`src/rtl/fwd_pkg.sv`:
```
package fwd_pkg;
  localparam int SEL_W = 2;

  typedef enum logic [SEL_W-1:0] {
    FWD_RF  = 2'b00,
    FWD_WB  = 2'b01,
    FWD_EXM = 2'b10
  } fwd_sel_e;
endpackage

```
`src/rtl/fwd_src_match.sv`:
```
module fwd_src_match #(
  parameter int REG_W = 5
) (
  input  logic [REG_W-1:0] src_num,
  input  logic             src_used,
  input  logic             cons_fp,
  input  logic [REG_W-1:0] prod_rd,
  input  logic             prod_wen,
  input  logic             prod_fp,
  output logic             hit
);
  // Integer register 0 is hard-wired; float register 0 is real storage.
  function automatic logic dest_is_live(input logic [REG_W-1:0] rd, input logic fp);
    return fp || (rd != '0);
  endfunction

  function automatic logic producer_hits(
    input logic [REG_W-1:0] rs, input logic used, input logic cfp,
    input logic [REG_W-1:0] rd, input logic wen, input logic pfp);
    return used && wen && (rd == rs) && (pfp == cfp) && dest_is_live(rd, pfp);
  endfunction

  assign hit = producer_hits(src_num, src_used, cons_fp, prod_rd, prod_wen, prod_fp);
endmodule

```
`src/rtl/fwd_sel_pick.sv`:
```
module fwd_sel_pick
  import fwd_pkg::*;
(
  input  logic     exm_hit,
  input  logic     wb_hit,
  output fwd_sel_e sel
);
  always_comb begin
    if (exm_hit)     sel = FWD_EXM;
    else if (wb_hit) sel = FWD_WB;
    else             sel = FWD_RF;
  end
endmodule

```
`src/rtl/fwd_unit_r4.sv`:
```
module fwd_unit_r4
  import fwd_pkg::*;
#(
  parameter int REG_W = 5
) (
  input  logic [REG_W-1:0] id_ex_rs1,
  input  logic [REG_W-1:0] id_ex_rs2,
  input  logic [REG_W-1:0] id_ex_rs3,
  input  logic             id_ex_fp_en,
  input  logic             id_ex_is_r4,
  input  logic [REG_W-1:0] ex_mem_rd,
  input  logic             ex_mem_wen,
  input  logic             ex_mem_fp_en,
  input  logic [REG_W-1:0] mem_wb_rd,
  input  logic             mem_wb_wen,
  input  logic             mem_wb_fp_en,
  output logic [SEL_W-1:0] fwd_sel_a,
  output logic [SEL_W-1:0] fwd_sel_b,
  output logic [SEL_W-1:0] fwd_sel_c
);
  localparam int NUM_SRC = 3;

  logic [REG_W-1:0] src_num [NUM_SRC];
  logic [NUM_SRC-1:0] src_used;
  // Named match events, observed by the bound checker.
  logic [NUM_SRC-1:0] ex_hit;
  logic [NUM_SRC-1:0] wb_hit;
  fwd_sel_e sel_vec [NUM_SRC];

  assign src_num[0] = id_ex_rs1;
  assign src_num[1] = id_ex_rs2;
  assign src_num[2] = id_ex_rs3;
  // The third path is live only for three-source instructions.
  assign src_used   = {id_ex_is_r4, 1'b1, 1'b1};

  for (genvar g = 0; g < NUM_SRC; g++) begin : g_src
    fwd_src_match #(.REG_W(REG_W)) u_exm (
      .src_num (src_num[g]), .src_used(src_used[g]), .cons_fp(id_ex_fp_en),
      .prod_rd (ex_mem_rd),  .prod_wen(ex_mem_wen),  .prod_fp(ex_mem_fp_en),
      .hit     (ex_hit[g])
    );
    fwd_src_match #(.REG_W(REG_W)) u_wb (
      .src_num (src_num[g]), .src_used(src_used[g]), .cons_fp(id_ex_fp_en),
      .prod_rd (mem_wb_rd),  .prod_wen(mem_wb_wen),  .prod_fp(mem_wb_fp_en),
      .hit     (wb_hit[g])
    );
    fwd_sel_pick u_pick (
      .exm_hit(ex_hit[g]), .wb_hit(wb_hit[g]), .sel(sel_vec[g])
    );
  end

  assign fwd_sel_a = sel_vec[0];
  assign fwd_sel_b = sel_vec[1];
  assign fwd_sel_c = sel_vec[2];
endmodule

```
`config.mk`:
```
export PLATFORM = sky130hd
export DESIGN_NAME = fwd_unit_r4
export DESIGN_NICKNAME = d
export VERILOG_FILES = /design/src/rtl/fwd_pkg.sv /design/src/rtl/fwd_src_match.sv /design/src/rtl/fwd_sel_pick.sv /design/src/rtl/fwd_unit_r4.sv
export SDC_FILE = /design/constraint.sdc
export NUM_CORES = 1
export LEC_CHECK = 0
export ABC_AREA = 1
export BUFFER_PORTS_ARGS = -buffer_cell sky130_fd_sc_hd__buf_4
export CORE_AREA = 2 2 39 41
export DETAILED_ROUTE_END_ITERATION = 10
export DIE_AREA = 0 0 41 43
export GPL_ROUTABILITY_DRIVEN = 0
export PLACE_DENSITY = 0.87
export SKIP_LAST_GASP = 1
export SLEW_MARGIN = 20
export SYNTH_ARGS = -nofsm -noshare
export SYNTH_HDL_FRONTEND = slang
export SYNTH_SLANG_ARGS = --single-unit
```
`constraint.sdc`:
```
create_clock -name vclk -period 1.3
set_input_delay 0.065 -clock vclk [all_inputs]
set_output_delay 0.065 -clock vclk [all_outputs]
set_load 0.005 [all_outputs]
```
## Word-level counts from Yosys, hierarchy flattened

Index checks and enable logic that the tools add are counted.

| cells by class | value |
|---|---|
| reduce and logical (&&, ||, !) cells | 24 |
| mux-type cells | 6 |
| equal/unequal tests | 8 |

Operators by type and width:

| cell | number |
|---|---|
| $eq A5 B5 Y1 | 6 |
| $logic_and A1 B1 Y1 | 20 |
| $reduce_bool A5 Y1 | 2 |
| $mux W2 | 3 |
| $mux W1 | 3 |
| $eq A1 B1 Y1 | 2 |
| $logic_or A1 B1 Y1 | 2 |

| word-level totals | value |
|---|---|
| input port bits | 31 |
| word-level logic and storage cells | 38 |
| flip-flop bits (word level) | 0 |
| output and inout bits | 6 |

## Logic depth before layout (Yosys ltp)

Gate-level depths: netlist of the first run.

| depth | value |
|---|---|
| depth after elaboration | 6 |
| mapped depth | 8 |

## Cells and area by module

A second synthesis of the first run with hierarchy kept.

| second synthesis, totals | value |
|---|---|
| cells, all modules | 226 |
| area, all modules | 919.6 µm² |

Modules (own cells, without submodules):

| module | area an instance (µm²) | instances | sequential area each (µm²) | cells each |
|---|---|---|---|---|
| fwd_src_match | 143.9 | 6 | 0.0 | 36 |
| fwd_sel_pick | 17.5 | 3 | 0.0 | 3 |
| fwd_unit_r4 | 3.8 | 1 | 0.0 | 1 |

## Worst setup path before layout of the first run

Ideal clock, no wire load.

| path | value |
|---|---|
| path kind | input-to-output |
| from | in id_ex_fp_en |
| to | out fwd_sel_a[1] |
| path buffers | 1 |
| cell stages on the path | 7 |
| arrival | 0.581 ns |
| setup slack | 0.654 ns |
| path through | inv_2 nand2_1 nand2_1 inv_1 nand3_1 nor2_2 buf_4 |

| between the ends | value |
|---|---|
| word-level cells in the longest chain between the ends | 4 |

Ends and longest elaborated chain:

| item | RTL line | text |
|---|---|---|
| start, declared | fwd_unit_r4.sv:9 | `input logic id_ex_fp_en,` |
| $eq A1 B1 Y1 | fwd_src_match.sv:20 | `return used && wen && (rd == rs) && (pfp == cfp) && dest_is_live(rd, pfp);` |
| $logic_and A1 B1 Y1 (2 in a row) | fwd_src_match.sv:20 |  |
| via g_src[0].u_exm.hit | fwd_src_match.sv:10 | `output logic hit` |
| $mux W2 | fwd_sel_pick.sv:9 | `if (exm_hit) sel = FWD_EXM;` |
| end, declared | fwd_unit_r4.sv:17 | `output logic [SEL_W-1:0] fwd_sel_a,` |

The timed path passes the listed nets, and every way through them passes these cells.

## Final worst setup path of the first run

| path | value |
|---|---|
| from | in ex_mem_rd[2] |
| to | out fwd_sel_b[0] |

| between the ends | value |
|---|---|
| word-level cells in the longest chain between the ends | 5 |
| elaborated cells between the ends (all ways) | 7 |

Ends and longest elaborated chain:

| item | RTL line | text |
|---|---|---|
| start, declared | fwd_unit_r4.sv:11 | `input logic [REG_W-1:0] ex_mem_rd,` |
| $eq A5 B5 Y1 | fwd_src_match.sv:20 |  |
| $logic_and A1 B1 Y1 (2 in a row) | fwd_src_match.sv:20 |  |
| $logic_and A1 B1 Y1 * | fwd_src_match.sv:20 |  |
| $mux W2 * | fwd_sel_pick.sv:9 |  |
| end, declared | fwd_unit_r4.sv:18 | `output logic [SEL_W-1:0] fwd_sel_b,` |

Every way passes the cells marked *; elsewhere a longest branch is shown, timed or not.

==> metrics.md, run 1 <==
| Metric | Value |
|---|---|
| Status | finished clean |
| Die X-Extent | 41 um |
| Seq Cell Count | 0 |
| Area grow syn2layout | 42.6% |
| Mapped Nets | 170 |
| Register area | 0 um2 |
| Vias in the first global route | 746 |
| Arrival @ worst endpoint | 870 ps |
| Cell variety after synth | 14 |
| Leak pwr | 0.000550 uW |
| Global-route usage over all layers | 23.6% |
| Final number of setup-violating endpoints | 0 |
| Worst setup path startpoint | ex_mem_rd[2] |
| Crit Path Class | input pin to output pin |
| Crit path to | fwd_sel_b[0] |
| Setup TNS | 0 ps |
| Synth warn | 0 |
| Post-CTS sizing | 0 |
| Avg WL per Cell | 9.77 um |
| Rows | 14 |
| Clock buf count | 0 |
| Max-cap viol count | 0 |
| Slew HR | 88.3% |
| RSZ-0062 raised after global routing | false |
| Hold Crit Class | input pin to output pin |
| Antenna violations before repair | 0 |
| Remaining Overflow, GRT | 0 |
| 1st-pass router iterations | 4 |
| Starting Density | 46.7% |
| Remaining DRCs | 0 |
| Final ANT Viol Nets | 0 |
| Vias per cell | 4.76 |
| Worst setup SP type | input pin |
| FMAX | 1070 MHz |
| Data required, critical path | 1240 ps |
| Worst IR Drop VDD | 0.176 mV |
| Max Slew Vio Count | 0 |
| Cells after synthesis | 139 |
| Fin nets | 206 |
| Die height | 43 um |
| P per Cell Area | 291 nW/um2 |
| Largest net degree at the start of global routing | 6 |
| Core box area | 1380 um2 |
| Post-CTS Setup Repair Bufs | 0 |
| Share of layout cells above drive strength 1 | 33.5% |
| First-pass GRT wire length | 3.01 mm |
| Die area | 1760 um2 |
| Final Util | 66.6% |
| Worst slew pin tran | 175 ps |
| # hold bufs at CTS | 0 |
| Ant. Diodes | 0 |
| Kind of end point of the critical path | output pin |
| Crit path time final | 935 ps |
| Worst-path maximum fanout | 5 |
| Syn avg cell area | 4.65 um2 |
| Fill count | 137 |
| Final wirelength | 1.85 mm |
| Hold depth | 5 |
| Final hold violation count | 0 |
| Ports | 37 |
| Crit share post-route | 71.9% |
| Port Buffers | 37 |
| Synthesized area | 647 um2 |
| Register area share after synthesis | 0% |
| Vias | 900 |
| DRT iter0 DRCs | 38 |
| Post-detailed-placement half-perimeter wirelength | 1.68 mm |
-- worst max-delay path, stage by stage --
cell,delay (ps)
buf_4,140
nor2_1,130
nand3_2,120
nand3_1,120
nor2_2,50
nor2_1,120
buf_4,130
-- layout make-up --
cell class / instances / area (um2) / share of cell area [%]
inverters: 22 / 82.6 / 8.96
multi-input cells: 114 / 542 / 58.8
well taps: 16 / 20.0 / 2.17
repair buffers: 37 / 278 / 30.1
-- placed cells by master (no fill, tap or decap) --
master | netlist | routed
nand3_1 | 8 | 8
xnor2_1 | 6 | 6
o21a_1 | 1 | 1
nor3_1 | 1 | 1
inv_1 | 12 | 12
nor2_2 | 7 | 7
nand3_2 | 4 | 4
inv_2 | 10 | 10
a21oi_1 | 1 | 1
nand2_1 | 53 | 53
nor2_1 | 25 | 25
o21ai_0 | 4 | 4
buf_4 | 3 | 37
xor2_1 | 4 | 4
-- synthesized netlist by cell type (3+ instances only) --
| cell | count | share of area [%] |
|---|---|---|
| nand3_2 | 4 | 6.2 |
| inv_1 | 12 | 7.0 |
| xor2_1 | 4 | 5.4 |
| xnor2_1 | 6 | 8.1 |
| nand2_1 | 53 | 31 |
| nand3_1 | 8 | 6.2 |
| nor2_2 | 7 | 6.8 |
| nor2_1 | 25 | 15 |
| o21ai_0 | 4 | 3.1 |
| inv_2 | 10 | 5.8 |
| buf_4 | 3 | 3.5 |
-- metrics by stage --
step | worst slack (ps) | power, uW | cells | hold WS, ps | cell area (um2)
after floorplan | 654 | 135 | 139 | 297 | 647
after global placement | 395 | 263 | 189 | 507 | 922
after detailed placement | 379 | 268 | 189 | 512 | 922
after CTS | 375 | 269 | 189 | 512 | 922
after global routing | 222 | 300 | 189 | 552 | 922
final | 365 | 268 | 189 | 510 | 922
-- power by group --
| part | internal (uW) | total (uW) | switching [uW] |
|---|---|---|---|
| sequential | 0 | 0 | 0 |
| combinational | 129 | 268 | 139 |
| clock | 0 | 0 | 0 |
| total | 129 | 268 | 139 |
-- per-layer routing --
layer	vias up	track usage [%]	routed length [um]
li1	487	-	-
met1	371	29.4	722
met2	40	43.4	959
met3	2	0.524	148
met4	0	2.00	17
met5	-	0	0
-- logic make-up after synthesis --
family,count (synthesis),synth area share [%]
buf+inv,25,16.2
xor+xnor,10,13.5
compound gates,6,5.03
simple gates,98,65.2
-- worst min path at each step --
stage	start	end	slack, ps
after floorplan	mem_wb_wen	fwd_sel_a[0]	300
after global placement	id_ex_rs2[3]	fwd_sel_b[1]	510
after detailed placement	id_ex_rs2[3]	fwd_sel_b[1]	510
after CTS	id_ex_rs2[3]	fwd_sel_b[1]	510
after global routing	id_ex_rs2[2]	fwd_sel_b[1]	550
final	id_ex_rs2[3]	fwd_sel_b[1]	510
Note: power is estimated with default switching activity, not from simulation.
==> run 2: changes to the inputs <==
CORE_AREA = default   (was 2 2 39 41)
CORE_MARGIN = 1.5   (was default)
CORE_UTILIZATION = 47   (was default)
DIE_AREA = default   (was 0 0 41 43)
PLACE_DENSITY = 0.85   (was 0.87)
clock period = 0.9 ns   (was 1.3 ns; I/O delays follow)
==> metrics.md, run 2 (synthesized netlist as in run 1, its figures left out) <==
| Metric | Value |
|---|---|
| Clock buf count | 0 (unchanged) |
| Commonest non-fill, non-tap cell in the layout | nand2_1 |
| Total Power | 465 uW (+74%) |
| Worst setup SP type | input pin |
| Cell Chain, Critical Path | buf_4 -> xor2_1 -> nor3_1 -> nand2_1 -> nor2_2 -> buf_4 |
| Worst IR Drop VDD | 0.268 mV (+52%) |
| Hold Crit Class | input pin to output pin |
| Share of layout cells above drive strength 1 | 47.1% (+14 points) |
| Slowest CP cell | nor3_1 |
| Global-route usage over all layers | 27.1% (+3.5 points) |
| Crit-path most repeated cell | buf_4 |
| Largest net degree at the start of global routing | 6 (unchanged) |
| Core box area | 1280 um2 (-7.1%) |
| Vias | 940 (+4.4%) |
| Worst slew pin tran | 221 ps (+46.5 ps) |
| Ports | 37 (unchanged) |
| FMAX | 1140 MHz |
| Most frequent cells in the layout | 44 x nand2_1, 32 x buf_4, 18 x nor2_1 |
| Cells after DPL | 188 (-0.53%) |
| First-pass GRT wire length | 3.00 mm (-0.23%) |
| Vias per cell | 4.97 (+4.4%) |
| Die X-Extent | 40.1 um (-2.2%) |
| Final wirelength | 2.25 mm (+22%) |
| Worst-path maximum fanout | 5 (unchanged) |
| Crit Path Class | input pin to output pin |
| Area grow syn2layout | 60.9% |
| Port Buffers | 37 (unchanged) |
| Slowest stage delay, CP | 200 ps (+60 ps) |
| RSZ-0062 raised after global routing | true |
| Final Cell Area | 1040 um2 (+13%) |
| Kind of end point of the critical path | output pin |
| 1st-pass router iterations | 4 (unchanged) |
| Starting Density | 50.3% (+3.6 points) |
| Crit path time final | 879 ps |
| Ant. Diodes | 0 (unchanged) |
| Fin cells | 189 (unchanged) |
| Final hold violation count | 0 (unchanged) |
| Vias in the first global route | 762 (+2.1%) |
| Slew HR | 85.2% (-3.1 points) |
| Max-cap viol count | 0 (unchanged) |
| Final ANT Viol Nets | 0 (unchanged) |
| Data required, critical path | 850 ps (-390 ps) |
| Leak pwr | 0.000574 uW (+4.4%) |
| Crit share post-route | 97.7% |
| Register area | 0 um2 (unchanged) |
| Seq Cell Count | 0 (unchanged) |
| Remaining DRCs | 0 (unchanged) |
| Status | finished clean |
| Die area | 1610 um2 (-8.8%) |
| Post-detailed-placement half-perimeter wirelength | 1.73 mm (+3.5%) |
| P per Cell Area | 447 nW/um2 (+54%) |
| Final number of setup-violating endpoints | 0 (unchanged) |
| Die height | 40.1 um (-6.7%) |
| Fin nets | 207 (+0.49%) |
| Rows | 13 (-1) |
| Antenna violations before repair | 0 (unchanged) |
| Remaining Overflow, GRT | 0 (unchanged) |
| Max Slew Vio Count | 0 (unchanged) |
| DRT iter0 DRCs | 40 (+5.3%) |
| Avg WL per Cell | 11.9 um (+22%) |
| Arrival @ worst endpoint | 830 ps (-40 ps) |
| DP Area | 921 um2 (-0.14%) |
-- run 2: area by class of cell --
class / count / area [um2]
inverter: 22 / 97.6
tap: 15 / 18.8
timing repair buffer: 38 / 319
multi-input combinational: 114 / 606
fill: 98 / 244
-- run 2: what timing repair did --
| action | CTS | global route |
|---|---|---|
| hold buffers | 0 | 0 |
| endpoints found under the setup margin | 0 | 3 |
| buffers inserted | 0 | 1 |
| gates resized for setup | 0 | 39 |
-- run 2: routing by layer --
layer / global-route usage [%] / wire length (um)
met1: 32.8 / 956
met5: 0 / 0
met2: 54.8 / 1180
met4: 0 / 0
met3: 0 / 116
-- run 2: path summary, 6_finish.rpt --
kind    startpoint           end  depth (start not counted)
min   id_ex_rs2[2]  fwd_sel_b[1]                          5
max   mem_wb_rd[2]  fwd_sel_a[0]                          6
-- run 2: through the flow --
step           util, %  TNS [ps]  setup WS (ps)  hold WS [ps]
2_1_floorplan        -         0            294           257
5_1_grt           81.0     -77.4          -37.0           507
6_report          81.0         0           20.8           483
3_5_place_dp      71.7         0           27.0           490
4_1_cts           71.7         0           23.7           490
3_3_place_gp      71.7         0           35.7           482
-- run 2: power by group --
part	switching (uW)	internal [uW]	total [uW]
clock	0	0	0
sequential	0	0	0
combinational	243	223	465
-- run 2: worst max-delay path: cells and delay by family --
kind,cells,cell delay [ps]
XOR/XNOR,1,140
AND/OR/NAND/NOR,3,410
buffers and inverters,2,250
==> run 3: changes to the inputs <==
ABC_AREA = default   (was 1)
CORE_AREA = 2 2 39 41   (was default)
CORE_MARGIN = default   (was 1.5)
CORE_UTILIZATION = default   (was 47)
DIE_AREA = 0 0 41 43   (was default)
PLACE_DENSITY = 0.72   (was 0.85)
==> metrics.md, run 3 <==
| Metric | Value |
|---|---|
| Status | complete, but fails checks |
| Failing checks | setup timing |
| Setup TNS | -3540 ps (-3540 ps) |
| Antenna violations before repair | 0 (unchanged) |
| Syn avg cell area | 8.36 um2 (+80%) |
| Largest net degree at the start of global routing | 5 (-1) |
| Cell Chain, Critical Path | buf_6 -> or4_4 -> o311ai_4 -> nor4_2 -> nor3_1 -> buf_4 |
| Die X-Extent | 41 um (+2.2%) |
| Post-detailed-placement half-perimeter wirelength | 1.48 mm (-15%) |
| Mapped Nets | 85 (-50%) |
| Seq Cell Count | 0 (unchanged) |
| Rows | 14 (+1) |
| Max-cap viol count | 0 (unchanged) |
| Max Slew Vio Count | 0 (unchanged) |
| Commonest non-fill, non-tap cell in the layout | buf_4 |
| Slew HR | 76.7% (-8.4 points) |
| Cell variety after synth | 13 (-1) |
| Cell taking the most area after synthesis | xnor2_1 |
| First-pass GRT wire length | 2.64 mm (-12%) |
| Hold Crit Class | input pin to output pin |
| Final number of setup-violating endpoints | 6 (+6) |
| Die height | 43 um (+7.2%) |
| Final wirelength | 1.75 mm (-22%) |
| Ports | 37 (unchanged) |
| Register area | 0 um2 (unchanged) |
| Crit share post-route | 170% (+73 points) |
| FMAX | 653 MHz (-43%) |
| Port Buffers | 37 (unchanged) |
| Cells after DPL | 126 (-33%) |
| RSZ-0062 raised after global routing | true |
| Share of layout cells above drive strength 1 | 60.0% (+13 points) |
| Synthesized area | 452 um2 (-30%) |
| Worst slew pin tran | 344 ps (+123 ps) |
| Synth warn | 0 (unchanged) |
| Die area | 1760 um2 (+9.6%) |
| Clock buf count | 0 (unchanged) |
| Total Power | 412 uW (-11%) |
| Top Family by Delay on Critical Path | simple AND/OR/NAND/NOR gates |
| Leak pwr | 0.000415 uW (-28%) |
| Final Cell Area | 927 um2 (-11%) |
| Cells after synthesis | 54 (-61%) |
| P per Cell Area | 444 nW/um2 (-0.61%) |
| Crit path time final | 1530 ps (+653 ps) |
| Core box area | 1380 um2 (+7.7%) |
| Worst setup SP type | input pin |
| Starting Density | 32.6% (-18 points) |
| Vias | 626 (-33%) |
| Vias in the first global route | 656 (-14%) |
| 1st-pass router iterations | 4 (unchanged) |
| Setup ws final | -632 ps (-653 ps) |
| Fin nets | 143 (-31%) |
| Avg WL per Cell | 13.9 um (+17%) |
| Kind of end point of the critical path | output pin |
| Arrival @ worst endpoint | 1490 ps (+660 ps) |
| DP Area | 892 um2 (-3.1%) |
| Global-route usage over all layers | 21.1% (-6.0 points) |
| Ant. Diodes | 0 (unchanged) |
| Slowest stage delay, CP | 540 ps (+340 ps) |
| Fill count | 139 (+42%) |
| Remaining DRCs | 0 (unchanged) |
| DRT iter0 DRCs | 7 (-83%) |
| Final hold violation count | 0 (unchanged) |
| Vias per cell | 4.97 (-0.11%) |
| Dominant cells by area after synthesis | xnor2_1 31%, xor2_1 31%, o311ai_4 5.8% |
| Register area share after synthesis | 0% (unchanged) |
| Fin cells | 126 (-33%) |
| Data required, critical path | 850 ps (about the same) |
| Most frequent cells in the layout | 54 x buf_4, 16 x xnor2_1, 16 x xor2_1 |
| Worst Path Buf+Inv | 2 (unchanged) |
| Area grow syn2layout | 105% |
| Slowest CP cell | or4_4 |
| Top cells by count, synth | 16 x xnor2_1, 16 x xor2_1, 4 x nand3_1, 4 x nor3_1, 3 x buf_4 |
| Final Util | 67.0% (-14 points) |
| Final ANT Viol Nets | 0 (unchanged) |
| Post-synth top area share | 31.0% (+0.27 points) |
| Remaining Overflow, GRT | 0 (unchanged) |
| Worst-path maximum fanout | 3 (-2) |
| Crit Path Class | input pin to output pin |
| Worst IR Drop VDD | 0.190 mV (-29%) |
==> run 3: cell count changes in the layout (fill, tap and decap cells not counted), sizes merged, moves of 4 or more <==
cell and change:
inv -22, buf +21, nand3 -8, xor2 +12, nand2 -52, nor2 -32, o21ai -4, xnor2 +10
nor4 +4
==> run 3: per-layer routing <==
layer  wire length (um)  share of wire (%)  vias up  track usage (%)
met5                  0                  0        -                0
met4                 44                2.5        0             6.00
met3                153                8.7        4             3.14
met2                907                 52       33             36.3
met1                643                 37      288             25.3
li1                   -                  -      301                -
==> run 3: layout make-up <==
cell class	count	area [um2]	share of cell area, %
multi-input combinational	51	445	48.0
timing repair buffer	59	462	49.8
tap	16	20.0	2.16
==> run 3: per-stage QoR <==
step	worst slack [ps]	hold WS [ps]
floorplan	-262	183
global placement	-575	423
detailed placement	-580	429
CTS	-582	427
global route	-676	499
finish	-632	473
==> run 3: path summary, 6_finish.rpt <==
check  cells past startpoint  slack (ps)           end    startpoint
min                        4         470  fwd_sel_c[0]   id_ex_is_r4
max                        6        -630  fwd_sel_a[0]  ex_mem_fp_en
==> run 3: cells by family after synthesis <==
logic type,count (synthesis),synth area share [%]
xor+xnor,32,62.0
simple gates,17,25.2
buf+inv,3,4.99
compound gates,2,7.76
==> run 3: report_power, final <==
group / leakage [uW] / switching (uW) / internal [uW]
combinational: 0.000415 / 169 / 243
clock: 0 / 0 / 0
sequential: 0 / 0 / 0
==> run 3: worst min-delay path: stages <==
cell and delay [ps]:
buf_4 120, nand3_1 90, nor3_2 60, buf_4 120
==> run 3: timing repair <==
item | in CTS | in global routing
gates resized for setup | 6 | 2
setup buffers | 0 | 0
hold buffers | 0 | 0
pin swaps | 2 | 5
setup endpoints to repair | 6 | 6
